### src/rtl/ddcsrch_pkg.sv
package ddcsrch_pkg;

  typedef enum logic [1:0] {
    ST_IDLE  = 2'd0,
    ST_ISSUE = 2'd1,
    ST_WAIT  = 2'd2
  } seq_state_e;

  typedef enum logic [1:0] {
    PH_PRE  = 2'd0,
    PH_TEN  = 2'd1,
    PH_CAND = 2'd2
  } seq_phase_e;

  localparam int unsigned DECADE = 10;

endpackage

### src/rtl/ddcsrch_divider.sv
module ddcsrch_divider #(
  parameter int unsigned W = 32
) (
  input  logic         clk,
  input  logic         rst_n,
  input  logic         go,
  input  logic [W-1:0] dividend,
  input  logic [W-1:0] divisor,
  output logic [W-1:0] quotient,
  output logic         ready
);

  localparam int unsigned CW = $clog2(W + 1);
  localparam logic [CW-1:0] STEPS = CW'(W);
  localparam logic [CW-1:0] ONE   = CW'(1);

  logic [W-1:0]  rem_q, rem_n;
  logic [W-1:0]  quo_q, quo_n;
  logic [W-1:0]  dsr_q, dsr_n;
  logic [CW-1:0] cnt_q, cnt_n;
  logic          run_q, run_n;
  logic          rdy_q, rdy_n;

  logic [W:0]    rem_sh;
  logic          fits;
  logic [W-1:0]  rem_sub;
  logic [W-1:0]  rem_step;
  logic [W-1:0]  quo_step;

  // one restoring step: shift in next dividend bit, subtract if it fits
  always_comb begin
    rem_sh   = {rem_q, quo_q[W-1]};
    fits     = (rem_sh >= {1'b0, dsr_q});
    rem_sub  = rem_sh[W-1:0] - dsr_q;
    rem_step = fits ? rem_sub : rem_sh[W-1:0];
    quo_step = {quo_q[W-2:0], fits};
  end

  always_comb begin
    rem_n = rem_q;
    quo_n = quo_q;
    dsr_n = dsr_q;
    cnt_n = cnt_q;
    run_n = run_q;
    rdy_n = 1'b0;
    if (go) begin
      rem_n = '0;
      quo_n = dividend;
      dsr_n = divisor;
      cnt_n = STEPS;
      run_n = 1'b1;
    end else if (run_q) begin
      rem_n = rem_step;
      quo_n = quo_step;
      cnt_n = cnt_q - ONE;
      if (cnt_q == ONE) begin
        run_n = 1'b0;
        rdy_n = 1'b1;
      end
    end
  end

  always_ff @(posedge clk or negedge rst_n) begin
    if (!rst_n) begin
      rem_q <= '0;
      quo_q <= '0;
      dsr_q <= '0;
      cnt_q <= '0;
      run_q <= 1'b0;
      rdy_q <= 1'b0;
    end else begin
      rem_q <= rem_n;
      quo_q <= quo_n;
      dsr_q <= dsr_n;
      cnt_q <= cnt_n;
      run_q <= run_n;
      rdy_q <= rdy_n;
    end
  end

  assign quotient = quo_q;
  assign ready    = rdy_q;

endmodule

### src/rtl/ddcsrch_tracker.sv
module ddcsrch_tracker #(
  parameter int unsigned W      = 32,
  parameter int unsigned M_BITS = 3,
  parameter int unsigned N_BITS = 3
) (
  input  logic              clk,
  input  logic              rst_n,
  input  logic              clr,
  input  logic              upd,
  input  logic [W-1:0]      cand,
  input  logic [M_BITS-1:0] cand_m,
  input  logic [N_BITS-1:0] cand_n,
  input  logic [W-1:0]      target,
  output logic [W-1:0]      rate,
  output logic [M_BITS-1:0] m_sel,
  output logic [N_BITS-1:0] n_sel
);

  logic [W-1:0]      rate_q;
  logic [M_BITS-1:0] m_q;
  logic [N_BITS-1:0] n_q;
  logic              in_range;
  logic              closer;
  logic              take_en;

  // every kept candidate is at or below target, so "strictly closer"
  // reduces to "strictly larger than the current best"
  always_comb begin
    in_range = (cand <= target);
    closer   = (cand > rate_q);
    take_en  = upd && in_range && closer;
  end

  always_ff @(posedge clk or negedge rst_n) begin
    if (!rst_n) begin
      rate_q <= '0;
      m_q    <= '0;
      n_q    <= '0;
    end else if (clr) begin
      rate_q <= '0;
      m_q    <= '0;
      n_q    <= '0;
    end else if (take_en) begin
      rate_q <= cand;
      m_q    <= cand_m;
      n_q    <= cand_n;
    end
  end

  assign rate  = rate_q;
  assign m_sel = m_q;
  assign n_sel = n_q;

endmodule

### src/rtl/ddcsrch_seq.sv
module ddcsrch_seq
  import ddcsrch_pkg::*;
#(
  parameter int unsigned W        = 32,
  parameter int unsigned M_BITS   = 3,
  parameter int unsigned N_BITS   = 3,
  parameter int unsigned PRE_DIV  = 2,
  parameter int unsigned M_OFFSET = 1
) (
  input  logic              clk,
  input  logic              rst_n,
  input  logic              start,
  input  logic [W-1:0]      parent_rate,
  input  logic [W-1:0]      target_rate,
  output logic              div_go,
  output logic [W-1:0]      div_dividend,
  output logic [W-1:0]      div_divisor,
  input  logic              div_ready,
  input  logic [W-1:0]      div_quotient,
  output logic              trk_clr,
  output logic              trk_upd,
  output logic [M_BITS-1:0] cand_m,
  output logic [N_BITS-1:0] cand_n,
  output logic [W-1:0]      target_q,
  output logic              busy,
  output logic              done
);

  localparam int unsigned IDX_W = M_BITS + N_BITS;
  localparam logic [IDX_W-1:0] IDX_LAST = '1;
  localparam logic [IDX_W-1:0] IDX_ONE  = IDX_W'(1);
  localparam logic [W-1:0] PRE_K  = W'(PRE_DIV);
  localparam logic [W-1:0] TEN_K  = W'(DECADE);
  localparam logic [W-1:0] MOFF_K = W'(M_OFFSET);

  seq_state_e       state_q, state_n;
  seq_phase_e       phase_q, phase_n;
  logic [IDX_W-1:0] idx_q, idx_n;
  logic             done_q, done_n;

  logic [W-1:0]     parent_q;
  logic [W-1:0]     tgt_q;
  logic [W-1:0]     pre_q;
  logic [W-1:0]     base_q;

  logic             accept;
  logic             step_ok;
  logic             cap_en;
  logic             pre_en;
  logic             base_en;

  always_comb begin
    accept  = (state_q == ST_IDLE) && start;
    step_ok = (state_q == ST_WAIT) && div_ready;
    cap_en  = accept;
    pre_en  = step_ok && (phase_q == PH_PRE);
    base_en = step_ok && (phase_q == PH_TEN);
  end

  // next-state logic
  always_comb begin
    state_n = state_q;
    phase_n = phase_q;
    idx_n   = idx_q;
    done_n  = 1'b0;
    case (state_q)
      ST_IDLE: begin
        if (start) begin
          state_n = ST_ISSUE;
          phase_n = PH_PRE;
          idx_n   = '0;
        end
      end
      ST_ISSUE: begin
        state_n = ST_WAIT;
      end
      ST_WAIT: begin
        if (div_ready) begin
          case (phase_q)
            PH_PRE: begin
              phase_n = PH_TEN;
              state_n = ST_ISSUE;
            end
            PH_TEN: begin
              phase_n = PH_CAND;
              state_n = ST_ISSUE;
            end
            default: begin
              if (idx_q == IDX_LAST) begin
                state_n = ST_IDLE;
                done_n  = 1'b1;
              end else begin
                idx_n   = idx_q + IDX_ONE;
                state_n = ST_ISSUE;
              end
            end
          endcase
        end
      end
      default: state_n = ST_IDLE;
    endcase
  end

  always_ff @(posedge clk or negedge rst_n) begin
    if (!rst_n) begin
      state_q <= ST_IDLE;
      phase_q <= PH_PRE;
      idx_q   <= '0;
      done_q  <= 1'b0;
    end else begin
      state_q <= state_n;
      phase_q <= phase_n;
      idx_q   <= idx_n;
      done_q  <= done_n;
    end
  end

  // captured operands and the shared prefix, each with its own enable
  always_ff @(posedge clk or negedge rst_n) begin
    if (!rst_n) begin
      parent_q <= '0;
      tgt_q    <= '0;
    end else if (cap_en) begin
      parent_q <= parent_rate;
      tgt_q    <= target_rate;
    end
  end

  always_ff @(posedge clk or negedge rst_n) begin
    if (!rst_n) begin
      pre_q <= '0;
    end else if (pre_en) begin
      pre_q <= div_quotient;
    end
  end

  always_ff @(posedge clk or negedge rst_n) begin
    if (!rst_n) begin
      base_q <= '0;
    end else if (base_en) begin
      base_q <= div_quotient;
    end
  end

  // operand selection for the shared divider
  always_comb begin
    cand_m = idx_q[IDX_W-1:N_BITS];
    cand_n = idx_q[N_BITS-1:0];
    case (phase_q)
      PH_PRE: begin
        div_dividend = parent_q;
        div_divisor  = PRE_K;
      end
      PH_TEN: begin
        div_dividend = pre_q;
        div_divisor  = TEN_K;
      end
      default: begin
        div_dividend = base_q >> cand_n;
        div_divisor  = W'(cand_m) + MOFF_K;
      end
    endcase
  end

  assign div_go   = (state_q == ST_ISSUE);
  assign trk_clr  = accept;
  assign trk_upd  = step_ok && (phase_q == PH_CAND);
  assign target_q = tgt_q;
  assign busy     = (state_q != ST_IDLE);
  assign done     = done_q;

endmodule

### src/rtl/ddc_div_search.sv
module ddc_div_search #(
  parameter int unsigned W        = 32,
  parameter int unsigned M_BITS   = 3,
  parameter int unsigned N_BITS   = 3,
  parameter int unsigned PRE_DIV  = 2,
  parameter int unsigned M_OFFSET = 1
) (
  input  logic              clk,
  input  logic              rst_n,
  input  logic              start,
  input  logic [W-1:0]      parent_rate,
  input  logic [W-1:0]      target_rate,
  output logic              busy,
  output logic              done,
  output logic [M_BITS-1:0] sel_m,
  output logic [N_BITS-1:0] sel_n,
  output logic [W-1:0]      best_rate
);

  logic              div_go;
  logic [W-1:0]      div_dividend;
  logic [W-1:0]      div_divisor;
  logic              div_ready;
  logic [W-1:0]      div_quotient;
  logic              trk_clr;
  logic              trk_upd;
  logic [M_BITS-1:0] cand_m;
  logic [N_BITS-1:0] cand_n;
  logic [W-1:0]      target_q;

  ddcsrch_seq #(
    .W(W), .M_BITS(M_BITS), .N_BITS(N_BITS),
    .PRE_DIV(PRE_DIV), .M_OFFSET(M_OFFSET)
  ) u_seq (
    .clk          (clk),
    .rst_n        (rst_n),
    .start        (start),
    .parent_rate  (parent_rate),
    .target_rate  (target_rate),
    .div_go       (div_go),
    .div_dividend (div_dividend),
    .div_divisor  (div_divisor),
    .div_ready    (div_ready),
    .div_quotient (div_quotient),
    .trk_clr      (trk_clr),
    .trk_upd      (trk_upd),
    .cand_m       (cand_m),
    .cand_n       (cand_n),
    .target_q     (target_q),
    .busy         (busy),
    .done         (done)
  );

  ddcsrch_divider #(
    .W(W)
  ) u_div (
    .clk      (clk),
    .rst_n    (rst_n),
    .go       (div_go),
    .dividend (div_dividend),
    .divisor  (div_divisor),
    .quotient (div_quotient),
    .ready    (div_ready)
  );

  ddcsrch_tracker #(
    .W(W), .M_BITS(M_BITS), .N_BITS(N_BITS)
  ) u_trk (
    .clk    (clk),
    .rst_n  (rst_n),
    .clr    (trk_clr),
    .upd    (trk_upd),
    .cand   (div_quotient),
    .cand_m (cand_m),
    .cand_n (cand_n),
    .target (target_q),
    .rate   (best_rate),
    .m_sel  (sel_m),
    .n_sel  (sel_n)
  );

endmodule

### config.mk
export PLATFORM = sky130hd
export DESIGN_NAME = ddc_div_search
export DESIGN_NICKNAME = d
export VERILOG_FILES = /design/src/rtl/ddcsrch_pkg.sv /design/src/rtl/ddcsrch_divider.sv /design/src/rtl/ddcsrch_tracker.sv /design/src/rtl/ddcsrch_seq.sv /design/src/rtl/ddc_div_search.sv
export SDC_FILE = /design/constraint.sdc
export NUM_CORES = 1
export LEC_CHECK = 0
export BUFFER_PORTS_ARGS = -buffer_cell sky130_fd_sc_hd__buf_2
export CAP_MARGIN = 5
export CORE_ASPECT_RATIO = 0.75
export CORE_MARGIN = 2
export CORE_UTILIZATION = 45
export DETAILED_ROUTE_END_ITERATION = 10
export PLACE_DENSITY_LB_ADDON = 0.05
export SLEW_MARGIN = 15
export SYNTH_ARGS = -nofsm -noshare
export SYNTH_HDL_FRONTEND = slang
export SYNTH_SLANG_ARGS = --single-unit
### constraint.sdc
create_clock -name clk -period 3.68 [get_ports clk]
set_input_delay 0.368 -clock clk [delete_from_list [all_inputs] [get_ports clk]]
set_output_delay 0.368 -clock clk [all_outputs]
set_load 0.1 [all_outputs]
==> results.toml <==
[place]
dp_hpwl_um = 26210
gp_congestion = 0.8282
placement.io_buffers = 106

[grt]
track_usage_pct = 23.42
grt_max_degree = 133
grt_pass1_vias = 10316
grt_overflow = 0
antenna_found_initial = 0
grt_pass1_wl_um = 60350

[synth]
synthArstFlopShare_pct = 100.0
syn_area_per_cell_um2 = 9.828
yosysSeqAreaShare_pct = 45.21
synth_top_area_share_pct = 45.21
ys_ff_latch = 253
synth.distinct_cells = 63
syn_area_mm2 = 0.01400
yosys_warnings = 0
synth_edf_count = 0
synthCells = 1425
synth_ff_type = "dfrtp_1"
synth_fp_nets = 1565
synth_top_area_cell = "dfrtp_1"
synth_top_cells_by_area = "dfrtp_1 45%, mux2i_1 9.9%, mux2_2 7.9%, ha_1 6.4%, nand2_1 6.0%"

[routing]
drt-vias-per-instance = 5.492
drc = 0
drtIter0Drc = 674
wl_per_cell_um = 19.24
ant_nets = 0
via_count = 10742
dr.pass1.iters = 5
wirelength_um = 37640

[worst_setup_path]
r2r_setup_slack_ns = 0.58
worstPathMaxFanout = 25
cp-end-kind = "register"
crit_path_end = "u_trk.rate[14]"
crit_path_start_kind = "register"
slowest_delay_ns = 0.49
required_ns = 4.11
crit_arrival_ns = 3.52
reg2reg_depth = 8
cp_top_family = "simple AND/OR/NAND/NOR gates"
worst-path-buf-inv = 1
path_depth = 8
cp-startpoint = "u_div.quotient[24]"
timing.rr.end = "u_trk.rate[14]"
path_cells = "ha_1 > nand4_1 > nor4_1 > nor3b_1 > o31ai_1 > a221oi_4 > buf_4 > mux2_2"
slowest_stage = "dfrtp_1"
crit_type = "register to register"
r2r_start = "u_div.quotient[24]"

[floorplan]
io_pins = 107
start_util_pct = 46.04
die_x_um = 207.7
core.rowCount = 55
die_h_um = 156.8
dieArea_mm2 = 0.03256
core-area_mm2 = 0.03042

[cells_and_area]
area_growth_pct = 15.77
drive_gt1_share_pct = 19.40
fillers = 2821
final_common_cell = "dfrtp_1"
final_cell_mix = "250 x dfrtp_1, 224 x nand2_1, 139 x mux2i_1"
final_nets = 1680
antenna_cells = 0

[sta]
worst_hold_slack_ns = 0.01514
hold_viol = 0
clock.fmax_ghz = 0.3231
clock_skew_ns = 0.03003
fin_crit_sh_pct = 84.11
period_minus_slack_ns = 3.095
fin_tns_setup_ns = 0
max_slew.worst_pin.slew_ns = 1.019
relSlewSlack_pct = 31.44
finalSetupViolCount = 0
slew_violations = 0
rsz0062_at_grt = "no"

[clock_tree]
htreeDepth = 1
numCtsBuffers = 28
postCtsSetupRepairBufs = 0
clock_path_buffers = 3
cts_resized = 0
cts-root-buf = "clkbuf_16"
clk_pin_slew_ns = 0.06
cts_tree = "yes"
clock-sinks = 253
clkLatencyLatePin_ns = 0.57

[power_and_ir_drop]
p_per_area_mw_per_mm2 = 740.6
clock_power_share_pct = 22.6
power_frac_seq_pct = 39.6
switching_share_pct = 40.02
p_leak_nw = 7.796
power.internal_mw = 7.202
peakVddDrop_uv = 386.4
p_sw_mw = 4.805
combPwrFrac_pct = 37.8

[worst_hold_path]
hold_class = "input pin to register"

[job]
max-cap-violations = 0

[run_status]
status = "complete, no violations"
cells in the mapped netlist, types with 3 or more instances:
cell,number
nor3_1,9
nor2b_1,4
ha_1,72
nor2_1,69
or3_1,11
nand4_1,19
nand2b_1,3
o31ai_1,21
o21ai_0,94
nand2_1,225
or2_1,3
o221ai_1,3
o21ai_1,4
xnor2_1,9
buf_2,7
inv_1,82
buf_1,18
nand3_1,6
o21a_1,3
mux2_2,98
o211ai_1,6
nor4_1,7
or2_2,9
or4_1,21
mux2i_1,139
clkbuf_1,58
a211o_1,3
a21oi_1,87
xor2_1,4
a31oi_1,29
dfrtp_1,253
a211oi_1,12
stage by stage:
stage	cells	setup slack [ns]	util [%]	total power [mW]	instance area [µm²]
2_1_floorplan	1425	0.02394	-	7.812	14000
3_3_place_gp	1882	0.5722	49.54	9.180	15070
3_5_place_dp	1882	0.5525	49.54	9.305	15070
4_1_cts	1956	0.5210	53.30	12.08	16210
5_1_grt	1956	0.3630	53.30	13.00	16210
6_report	1956	0.5848	53.30	12.01	16210
power groups by stage:
stage | registers, mW | clock network [mW] | logic [mW]
2_1_floorplan | 4.29 | 0 | 3.52
3_3_place_gp | 4.75 | 0 | 4.43
3_5_place_dp | 4.77 | 0 | 4.54
4_1_cts | 4.73 | 2.77 | 4.57
5_1_grt | 4.88 | 2.90 | 5.22
6_report | 4.75 | 2.71 | 4.54
cell type report:
type,instances,area (µm²),share of cell area (%)
repair buffers,170,1151,7.100
clock buffers,44,840.8,5.186
clock inverters,3,32.53,0.2006
well taps,399,499.2,3.079
flip-flops and latches,253,6337,39.09
inverters,84,315.3,1.945
multi-input cells,1003,7037,43.40
worst reg2reg max path: stages (launching register included):
cell	delay [ns]
dfrtp_1	0.49
ha_1	0.33
nand4_1	0.18
nor4_1	0.38
nor3b_1	0.28
o31ai_1	0.18
a221oi_4	0.29
buf_4	0.42
mux2_2	0.40
flip-flops by register name, indices dropped and copies added (netlist names):
register        cells
u_div.quotient     32
u_div.rem_q        32
u_seq.base_q       32
u_seq.parent_q     32
u_seq.pre_q        32
u_seq.target_q     32
u_trk.rate         32
u_div.cnt_q         6
u_seq.idx_q         6
u_div.dsr_q         4
u_trk.m_sel         3
u_trk.n_sel         3
u_seq.phase_q       2
u_seq.state_q       2
u_div.ready         1
u_div.run_q         1
u_seq.done          1
cell families after synthesis:
group                    synth area share (%)
XOR/XNOR                               0.8130
adder cells (fa/ha/maj)                 6.576
AO/OA/AOI/OAI                           11.78
multiplexers                            17.81
buffers and inverters                   4.762
flip-flops                              45.21
AND/OR/NAND/NOR                         13.05
worst min path at each step:
stage / startpoint / end / slack (ns) / cells after the start
3_5_place_dp: u_seq.parent_q[19] / u_seq.parent_q[19] / 0.47 / 2
4_1_cts: target_rate[10] / u_seq.target_q[10] / 0.001 / 3
6_report: parent_rate[27] / u_seq.parent_q[27] / 0.02 / 3
3_3_place_gp: u_seq.pre_q[0] / u_seq.pre_q[0] / 0.46 / 2
2_1_floorplan: rst_n / u_div.cnt_q[0] / 0.07 / 0
5_1_grt: target_rate[9] / u_seq.target_q[9] / 0.01 / 3
what timing repair did:
item / CTS / global route
setup endpoints to repair: 0 / 0
hold buffers: 27 / 0
hold endpoints to repair: 119 / 0
routing by layer:
metal	track usage [%]	share of wire (%)
met1	38.48	54
met2	31.95	39
met3	3.672	4.7
met4	4.222	1.7
met5	0	0
Note: power is estimated with default switching activity, not from simulation.
